[config.mk]
export PLATFORM = sky130hd
export DESIGN_NAME = callret_unit
export DESIGN_NICKNAME = d
export VERILOG_FILES = /design/src/rtl/callret_pkg.sv /design/src/rtl/callret_cond.sv /design/src/rtl/callret_vec.sv /design/src/rtl/callret_stack.sv /design/src/rtl/callret_unit.sv
export SDC_FILE = /design/constraint.sdc
export NUM_CORES = 1
export LEC_CHECK = 0
export BUFFER_PORTS_ARGS = -buffer_cell sky130_fd_sc_hd__buf_2
export CORE_MARGIN = 10
export CORE_UTILIZATION = 54
export CTS_CLUSTER_SIZE = 14
export DETAILED_ROUTE_END_ITERATION = 10
export PLACE_DENSITY = 0.74
export SLEW_MARGIN = 25
export SYNTH_ARGS = -nofsm -noshare
export SYNTH_HDL_FRONTEND = slang
export SYNTH_HIERARCHICAL = 1
export SYNTH_SLANG_ARGS = --single-unit
[constraint.sdc]
create_clock -name clk -period 3.3 [get_ports clk]
set_input_delay 0.165 -clock clk [delete_from_list [all_inputs] [get_ports clk]]
set_output_delay 0.165 -clock clk [all_outputs]
set_load 0.02 [all_outputs]
[src/rtl/callret_pkg.sv]
// Shared encodings for the return address sequencer.
package callret_pkg;
    typedef enum logic [2:0] {
        CMD_NONE    = 3'd0,
        CMD_CALL    = 3'd1,
        CMD_CALL_NZ = 3'd2,
        CMD_RET     = 3'd3,
        CMD_RETI    = 3'd4,
        CMD_IRQ     = 3'd5
    } cmd_e;

    typedef enum logic [1:0] {
        SEL_ZERO = 2'd0,
        SEL_GT   = 2'd1,
        SEL_LT   = 2'd2,
        SEL_ANY  = 2'd3
    } sel_e;

    localparam logic [1:0] CC_ZERO = 2'b00;
    localparam logic [1:0] CC_POS  = 2'b01;
    localparam logic [1:0] CC_NEG  = 2'b10;
endpackage

[src/rtl/callret_cond.sv]
// Condition matcher: compares the selector with the condition code.
// Assumes the condition code encodings in callret_pkg; code 11 only meets "any".
module callret_cond
    import callret_pkg::*;
(
    input  logic [1:0] sel_i,
    input  logic [1:0] cc_i,
    output logic       match_o
);
    // Purpose: decode the selector into a match flag.
    always_comb begin
        unique case (sel_e'(sel_i))
            SEL_ZERO: match_o = (cc_i == CC_ZERO);
            SEL_GT:   match_o = (cc_i == CC_POS);
            SEL_LT:   match_o = (cc_i == CC_NEG);
            default:  match_o = 1'b1;
        endcase
    end

    // Purpose: the "any" selector must never block a transfer.
    always_comb begin
        assert_any_matches_R2: assert (sel_i != 2'd3 || match_o)
            else $error("R2: selector any did not match");
    end
endmodule

[src/rtl/callret_vec.sv]
// Vector address former: turns the device byte into a zero-relative address.
// Assumes the low DISP_W-1 bits are a two's complement displacement and the
// top bit requests one level of indirection.
module callret_vec #(
    parameter int AW     = 15,
    parameter int DISP_W = 8
) (
    input  logic [DISP_W-1:0] disp_i,
    output logic [AW-1:0]     addr_o,
    output logic              indirect_o
);
    localparam int OFS_W = DISP_W - 1;

    // Purpose: sign-extend the displacement onto address zero.
    always_comb begin
        addr_o     = {{(AW-OFS_W){disp_i[OFS_W-1]}}, disp_i[OFS_W-1:0]};
        indirect_o = disp_i[DISP_W-1];
    end
endmodule

[src/rtl/callret_stack.sv]
// Return address storage with a wrapping pointer.
// Push advances the pointer and then writes the entry it selects. Pop reads
// the current entry and steps the pointer back. DEPTH must be a power of two.
module callret_stack #(
    parameter int AW    = 15,
    parameter int DEPTH = 8,
    parameter int PW    = $clog2(DEPTH)
) (
    input  logic          clk,
    input  logic          rst_n,
    input  logic          push_i,
    input  logic          pop_i,
    input  logic [AW-1:0] wdata_i,
    output logic [AW-1:0] top_o,
    output logic [PW-1:0] sp_o
);
    localparam logic [PW-1:0] ONE = PW'(1);

    logic [AW-1:0] mem_q [DEPTH];
    logic [PW-1:0] sp_q;
    logic [PW-1:0] sp_up;

    assign sp_up = sp_q + ONE;
    assign top_o = mem_q[sp_q];
    assign sp_o  = sp_q;

    // Purpose: move the pointer on push or pop, wrapping silently.
    always_ff @(posedge clk) begin
        if (!rst_n)      sp_q <= '0;
        else if (push_i) sp_q <= sp_up;
        else if (pop_i)  sp_q <= sp_q - ONE;
    end

    // Purpose: clear all entries on reset and write the pushed address.
    always_ff @(posedge clk) begin
        for (int i = 0; i < DEPTH; i++) begin
            if (!rst_n)
                mem_q[i] <= '0;
            else if (push_i && sp_up == PW'(i))
                mem_q[i] <= wdata_i;
        end
    end

    assert_one_op_R3: assert property (@(posedge clk) disable iff (!rst_n)
        $onehot0({push_i, pop_i}));
    assert_push_step_R3: assert property (@(posedge clk) disable iff (!rst_n)
        push_i |=> sp_q == $past(sp_q) + ONE);
    assert_push_write_R3: assert property (@(posedge clk) disable iff (!rst_n)
        push_i |=> mem_q[sp_q] == $past(wdata_i));
    assert_pop_step_R4: assert property (@(posedge clk) disable iff (!rst_n)
        pop_i |=> sp_q == $past(sp_q) - ONE);
    assert_idle_hold_R5: assert property (@(posedge clk) disable iff (!rst_n)
        (!push_i && !pop_i) |=> $stable(sp_q));
endmodule

[src/rtl/callret_unit.sv]
// Return address sequencer: resolves calls, returns, interrupt returns and
// vectored interrupt entry into a next program counter. It owns the return
// stack, its pointer and the interrupt-inhibit bit. Assumes one command per
// cycle. Outputs are combinational from the inputs and the current state.
module callret_unit
    import callret_pkg::*;
#(
    parameter int AW     = 15,
    parameter int DEPTH  = 8,
    parameter int DISP_W = 8
) (
    input  logic              clk,
    input  logic              rst_n,
    input  logic [2:0]        cmd_i,
    input  logic [1:0]        cond_i,
    input  logic [1:0]        cc_i,
    input  logic              reg_nz_i,
    input  logic [AW-1:0]     pc_ret_i,
    input  logic [AW-1:0]     target_i,
    input  logic [DISP_W-1:0] bus_disp_i,
    input  logic              sense_i,
    input  logic              flag_i,
    output logic [AW-1:0]     next_pc_o,
    output logic              taken_o,
    output logic              vec_indirect_o,
    output logic [7:0]        status_hi_o
);
    localparam int PW = $clog2(DEPTH);

    logic          cond_ok;
    logic [AW-1:0] vec_addr;
    logic          vec_ind;
    logic [AW-1:0] stk_top;
    logic [PW-1:0] sp;
    logic          push, pop;
    logic          irq_enter, reti_done;
    logic          inhibit_q;

    callret_cond u_cond (
        .sel_i   (cond_i),
        .cc_i    (cc_i),
        .match_o (cond_ok)
    );

    callret_vec #(.AW(AW), .DISP_W(DISP_W)) u_vec (
        .disp_i     (bus_disp_i),
        .addr_o     (vec_addr),
        .indirect_o (vec_ind)
    );

    callret_stack #(.AW(AW), .DEPTH(DEPTH), .PW(PW)) u_stack (
        .clk     (clk),
        .rst_n   (rst_n),
        .push_i  (push),
        .pop_i   (pop),
        .wdata_i (pc_ret_i),
        .top_o   (stk_top),
        .sp_o    (sp)
    );

    // Purpose: pick the transfer and the stack operation for this command.
    always_comb begin
        push      = 1'b0;
        pop       = 1'b0;
        irq_enter = 1'b0;
        reti_done = 1'b0;
        next_pc_o = pc_ret_i;
        case (cmd_e'(cmd_i))
            CMD_CALL: if (cond_ok) begin
                push      = 1'b1;
                next_pc_o = target_i;
            end
            CMD_CALL_NZ: if (reg_nz_i) begin
                push      = 1'b1;
                next_pc_o = target_i;
            end
            CMD_RET: if (cond_ok) begin
                pop       = 1'b1;
                next_pc_o = stk_top;
            end
            CMD_RETI: if (cond_ok) begin
                pop       = 1'b1;
                reti_done = 1'b1;
                next_pc_o = stk_top;
            end
            CMD_IRQ: if (!inhibit_q) begin
                push      = 1'b1;
                irq_enter = 1'b1;
                next_pc_o = vec_addr;
            end
            default: ;
        endcase
    end

    assign taken_o        = push | pop;
    assign vec_indirect_o = irq_enter & vec_ind;

    // Purpose: hold the interrupt-inhibit bit between entry and return.
    always_ff @(posedge clk) begin
        if (!rst_n)         inhibit_q <= 1'b0;
        else if (irq_enter) inhibit_q <= 1'b1;
        else if (reti_done) inhibit_q <= 1'b0;
    end

    // Purpose: present the upper status word fields.
    assign status_hi_o = {sense_i, flag_i, inhibit_q, {(5-PW){1'b0}}, sp};

    assert_irq_sets_mask_R7: assert property (@(posedge clk) disable iff (!rst_n)
        (cmd_i == 3'd5 && !inhibit_q) |=> inhibit_q);
    assert_irq_blocked_R8: assert property (@(posedge clk) disable iff (!rst_n)
        (cmd_i == 3'd5 && inhibit_q) |-> (!taken_o && next_pc_o == pc_ret_i));
    assert_reti_clears_R9: assert property (@(posedge clk) disable iff (!rst_n)
        (cmd_i == 3'd4 && taken_o) |=> !inhibit_q);
    assert_untaken_falls_R5: assert property (@(posedge clk) disable iff (!rst_n)
        !taken_o |-> next_pc_o == pc_ret_i);
    assert_mask_stable_R5: assert property (@(posedge clk) disable iff (!rst_n)
        !taken_o |=> $stable(inhibit_q));
endmodule

==> results.ini, run 1 <==
[logic_synthesis]
synth_edf_count = 120
synth_top_family_by_area = multiplexers
avgSynthCellArea_um2 = 13.0
synth-compound-area-share_pct = 7.70
async_flop_share_pct = 0
syn-cell-area_um2 = 7310
synth_simple_gate_area_share_pct = 14.1
synth_cells = 562
ys_seq_area_share_pct = 51.2
synth_ff_type = edfxtp_1
synth-seq-cells = 127
muxShareOfSynthArea_pct = 19.9
yosysWarnings = 6
synth_xor_area_share_pct = 0.462
yosysUniqueCellTypes = 42
synthAdderAreaFrac_pct = 1.54

[cts]
cts_num_sinks = 127
cts_inserted_buffers = 17
clock_path_buffers = 2
root_buffer = clkbuf_16
ctsResizeCount = 0
clk_latency_ns = 0.41
clkTransAtPathRegs_ns = 0.06
ctsHtreeMaxLevel = 4
holdBufCountCts = 0
cts_post_setup_buffers_inserted = 0
cts_tree = built

[detailed_routing]
route.vias.total = 5084
drt_iter0_drc = 792
ant_nets = 0
drc_errors = 0
wl_um = 20200
dr.pass1.iters = 5
routed_via_density = 6.33
wire_per_inst_um = 25.2

[sta]
finalMaxSlewViolations = 0
tightest_slew_ns = 1.08
finalHoldViolations = 0
setup_viol = 0
fin_crit_ns = 3.03
clock_skew_ns = 0.00544
clock.fmax_ghz = 0.331
rsz0062_at_grt = no
fin_crit_sh_pct = 91.7
timing.final.ws_setup_ns = 0.274
maxSlewHeadroom_pct = 28.1
final.setup.tns_ns = 0

[cells_and_area]
drive_gt1_share_pct = 29.3
syn_to_final_growth_pct = 13.7
seq_area_um2 = 3740
fill_cells = 1050
multiInputGateArea_um2 = 3230
finalNonFillerCells = 803
final_nets = 673
diodes = 0
finalInstanceArea_um2 = 8320

[run_status]
status = complete, no violations

[die]
fp.coreArea_um2 = 13200
die_w_um = 136
rows = 42
die_area_um2 = 18600
dieHeight_um = 136
ios = 75
start_util_pct = 55.2

[critical_path]
crit_type = register to output pin
crit_buf_inv = 2
slowest_stage = mux4_2
rr_worst_depth = 5
path_cells = buf_12 -> mux4_2 -> mux2_2 -> mux2i_1 -> or2_2 -> o221ai_1 -> o32a_1 -> buf_2
ff2ff_setup_slack_ns = 1.07
cpLargestDelayFamily = multiplexers
arrival_ns = 2.86
cp_data_required_time_ns = 3.13
cp_slowest_stage_delay_ns = 0.55
crit_fanout = 30
crit_cells = 8
crit_path_end = next_pc_o[7]
crit-reg2reg-launch = u_stack/sp_o[1]$_SDFFE_PN0N_
worst_r2r_endpoint = u_stack/mem_q[2][9]$_SDFFCE_PN0P_
end_kind = output pin
cp-start-kind = register

[hold_path]
hp-start = rst_n
worstHoldPathCells = 2
hp-class = input pin to register

[grt]
grtUsageTotal_pct = 22.4
antenna_found_initial = 0
grt_overflow_total = 0
grt_max_degree = 34
grt_pass1_vias = 5319
grt_first_pass_wirelength_um = 31100

[placement]
gp_congestion = 0.808
io_buffers = 68
hpwl_um = 12900
dpl-instance-area_um2 = 7720
pre_cts_slack_ns = 0.425
dp.cells = 771

[flow_run]
drv_cap = 0

[pwr]
leakage_nw = 3.22
vdd_ir_drop_max_v = 0.000442
p_per_area_nw_per_um2 = 530

## logic make-up after synthesis
kind of cell,count (synthesis)
simple gates,166
flops,127
mux,106
compound gates,84
buf+inv,66
fa+ha+maj,9
xor+xnor,3
other cells,1
## registers in the layout, indices dropped and copies added (netlist names), named ones only
name and flops:
inhibit_q 1, u_stack/mem_q 120, u_stack/sp_o 3
## per-layer routing
layer	up-vias	share of wire, %	track usage (%)
met5	-	0	0
met4	0	2.1	6.80
met3	36	8.9	5.35
met2	286	49	36.3
met1	2562	40	29.0
li1	2200	-	-
## per-stage QoR
stage	util, %	total power, mW	hold slack, ns
finish	62.8	4.41	0.142
global route	62.8	4.56	0.152
CTS	62.6	4.42	0.131
detailed placement	58.3	2.62	0.330
global placement	58.3	2.60	0.330
floorplan	-	2.39	0.319
## power breakdown
part	switching (mW)	total (mW)	internal, mW
Sequential	0.0348	1.88	1.84
Combinational	0.416	0.723	0.308
Clock	0.701	1.81	1.11
Total	1.15	4.41	3.26
## worst min-delay path by stage
stage,endpoint,slack (ns)
after detailed placement,status_hi_o[6],0.33
after CTS,inhibit_q$_SDFFE_PN0P_,0.13
after floorplan,inhibit_q$_SDFFE_PN0P_,0.32
after global placement,status_hi_o[6],0.33
after global routing,inhibit_q$_SDFFE_PN0P_,0.15
final,inhibit_q$_SDFFE_PN0P_,0.14
## synth_stat cells (2+ instances only)
master	number	area, um2
a21oi_1	18	90.1
and2_1	121	757
buf_2	17	85.1
buf_4	24	180
clkbuf_1	14	52.6
clkbuf_2	3	15.0
dfxtp_1	7	140
edfxtp_1	120	3600
ha_1	9	113
inv_1	5	18.8
mux2_2	16	180
mux2i_1	60	601
mux4_2	30	676
nand2_1	11	41.3
nand2b_1	2	12.5
nor2_1	4	15.0
nor2b_1	2	12.5
nor3_1	5	25.0
nor3_2	4	40.0
nor3b_1	3	22.5
o21ai_0	30	150
o21ai_1	3	15.0
o221ai_1	7	61.3
o22a_1	8	70.1
o32a_1	15	150
or2_2	8	50.1
## cells in the final DEF (no fill, tap or decap), types with 9 or more instances in the layout
cell	instances
nand2_1	11
clkbuf_16	17
and2_1	121
o21ai_1	11
mux2i_1	60
edfxtp_1	120
mux4_2	30
ha_1	9
mux2_2	16
o21ai_0	22
buf_2	68
buf_4	23
o32a_1	15
a21oi_1	18
## area by class of cell
| cell class | instances | share of cell area [%] |
|---|---|---|
| timing repair buffer | 92 | 6.41 |
| clock inverter | 15 | 1.73 |
| tap | 176 | 2.65 |
| clock buffer | 17 | 5.12 |
| inverter | 6 | 0.271 |
| multi-input combinational | 370 | 38.8 |
| sequential | 127 | 45.0 |
(Power assumes the default switching activity.)
==> run 2, diff against run 1 <==
- CELL_PAD_IN_SITES_DETAIL_PLACEMENT: default -> 1
- CELL_PAD_IN_SITES_GLOBAL_PLACEMENT: default -> 1
- CORE_UTILIZATION: 54 -> 44
- PLACE_DENSITY: 0.74 -> 0.76
==> run 2 against run 1 <==
Effect of this change: register-to-register slack improved by 0.18 ns; worst hold slack gained 0.014 ns; non-clock buffer count decreased by 4; flip-flop and latch count is the same; wire length rose by 8.4%; critical path type unchanged; critical endpoint is now next_pc_o[11]; largest power group is now the clock network.
==> results.ini, run 2 (synthesis gave the netlist of run 1 again) <==
[run_status]
status = complete, no violations

[cts]
ctsHtreeMaxLevel = 4  ; unchanged
cts_tree = built
cts_post_setup_buffers_inserted = 0  ; unchanged
ctsResizeCount = 0  ; unchanged
clock_path_buffers = 2  ; unchanged
holdBufCountCts = 0  ; unchanged
clkTransAtPathRegs_ns = 0.06  ; about the same
clk_latency_ns = 0.41  ; about the same
cts_inserted_buffers = 17  ; unchanged
root_buffer = clkbuf_16
cts_num_sinks = 127  ; unchanged

[critical_path]
end_kind = output pin
cp_data_required_time_ns = 3.13  ; about the same
cp-start-kind = register
arrival_ns = 2.91  ; +0.05 ns
rr_worst_depth = 5  ; unchanged
crit_type = register to output pin
crit_fanout = 30  ; unchanged

[detailed_routing]
wl_um = 21900  ; +8.4%
wire_per_inst_um = 26.0  ; +3.2%
dr.pass1.iters = 7  ; +2
routed_via_density = 5.89  ; -7.0%
drc_errors = 0  ; unchanged
ant_nets = 0  ; unchanged
drt_iter0_drc = 487  ; -39%
route.vias.total = 4965  ; -2.3%

[die]
die_w_um = 149  ; +9.2%
ios = 75  ; unchanged
start_util_pct = 44.6  ; -11 points
die_area_um2 = 22200  ; +19%
rows = 47  ; +12%
dieHeight_um = 149  ; +9.2%
fp.coreArea_um2 = 16400  ; +24%

[cells_and_area]
diodes = 0  ; unchanged
drive_gt1_share_pct = 28.6  ; -0.77 points
fill_cells = 1690  ; +61%
final_common_cell = and2_1
finalNonFillerCells = 843  ; +5.0%
final_nets = 669  ; -0.59%
largest_reg_flops = 120  ; unchanged
final_cell_mix = 121 x and2_1, 120 x edfxtp_1, 68 x buf_2
seq_area_um2 = 3740  ; unchanged
syn_to_final_growth_pct = 14.7
largest_register = u_stack/mem_q
multiInputGateArea_um2 = 3230  ; unchanged

[sta]
finalHoldViolations = 0  ; unchanged
tightest_slew_ns = 0.795  ; -0.283 ns
setup_viol = 0  ; unchanged
clock.fmax_ghz = 0.325  ; -1.7%
rsz0062_at_grt = no
clock_skew_ns = 0.00980  ; +0.00437 ns
timing.final.ws_setup_ns = 0.221  ; -0.0537 ns
fin_crit_ns = 3.08  ; +0.0537 ns
finalMaxSlewViolations = 0  ; unchanged
maxSlewHeadroom_pct = 46.9  ; +19 points
fin_crit_sh_pct = 93.3  ; +1.6 points

[placement]
dp.cells = 811  ; +5.2%
hpwl_um = 14100  ; +9.3%
io_buffers = 68  ; unchanged
gp_congestion = 0.824  ; +2.1%
pre_cts_slack_ns = 0.204  ; -0.221 ns

[grt]
grt_pass1_vias = 5513  ; +3.6%
grtUsageTotal_pct = 19.8  ; -2.6 points
grt_first_pass_wirelength_um = 33400  ; +7.3%
grt_max_degree = 34  ; unchanged
grt_overflow_total = 0  ; unchanged
antenna_found_initial = 0  ; unchanged

[flow_run]
drv_cap = 0  ; unchanged

[pwr]
p_per_area_nw_per_um2 = 544  ; +2.7%
vdd_ir_drop_max_v = 0.000382  ; -14%
power_mw = 4.57  ; +3.6%
leakage_nw = 3.22  ; about the same

[hold_path]
worstHoldPathCells = 2  ; unchanged
hp-class = input pin to register

## run 2: cell count changes in the layout (fill, tap and decap cells not counted), sizes merged
cell	delta
clkbuf	+9
bufinv	+1
buf	-4
clkinv	-7
clkinvlp	-1
inv	-2
## run 2: worst paths after layout
path	slack, ns	to	start
worst min register to register	0.58	u_stack/sp_o[2]$_SDFFE_PN0N_	u_stack/sp_o[2]$_SDFFE_PN0N_
worst min-delay path	0.16	inhibit_q$_SDFFE_PN0P_	rst_n
worst max register to register	1.25	u_stack/mem_q[3][14]$_SDFFCE_PN0P_	u_stack/sp_o[1]$_SDFFE_PN0N_
worst max-delay path	0.22	next_pc_o[11]	register
## run 2: metrics by stage
step                      hold slack (ns)  setup TNS, ns  util [%]  cell area, um2
after floorplan                     0.319          -8.98         -            7320
after global placement              0.330              0      47.2            7750
after detailed placement            0.330              0      47.3            7750
after CTS                           0.132              0      51.0            8370
after global routing                0.162              0      51.1            8390
final                               0.156              0      51.1            8390
## run 2: critical path: stages (launching register included)
cell      delay (ns)
dfxtp_2         0.34
buf_12          0.26
mux4_2          0.54
mux2_2          0.33
mux2i_1         0.23
or2_2           0.15
o221ai_1        0.12
o32a_1          0.34
buf_2           0.16
## run 2: area by class of cell
class	instances	area share (%)
Clock buffer	26	6.07
Clock inverter	6	1.25
Inverter	6	0.269
Multi-Input combinational cell	370	38.5
Sequential cell	127	44.7
Tap cell	220	3.28
Timing Repair Buffer	88	6.00
## run 2: power by group
part	total [mW]	leakage [nW]	switching [mW]	internal, mW
Clock	1.95	0.304	0.662	1.29
Combinational	0.742	1.62	0.438	0.304
Sequential	1.88	1.30	0.0308	1.84
Total	4.57	3.22	1.13	3.43
## run 2: metal layers
metal	part of all wire [%]	wire length [um]	GRT usage [%]
met5	0	0	0
met2	51	11200	34.2
met3	5.4	1180	3.16
met1	42	9280	24.9
met4	1.3	291	5.69
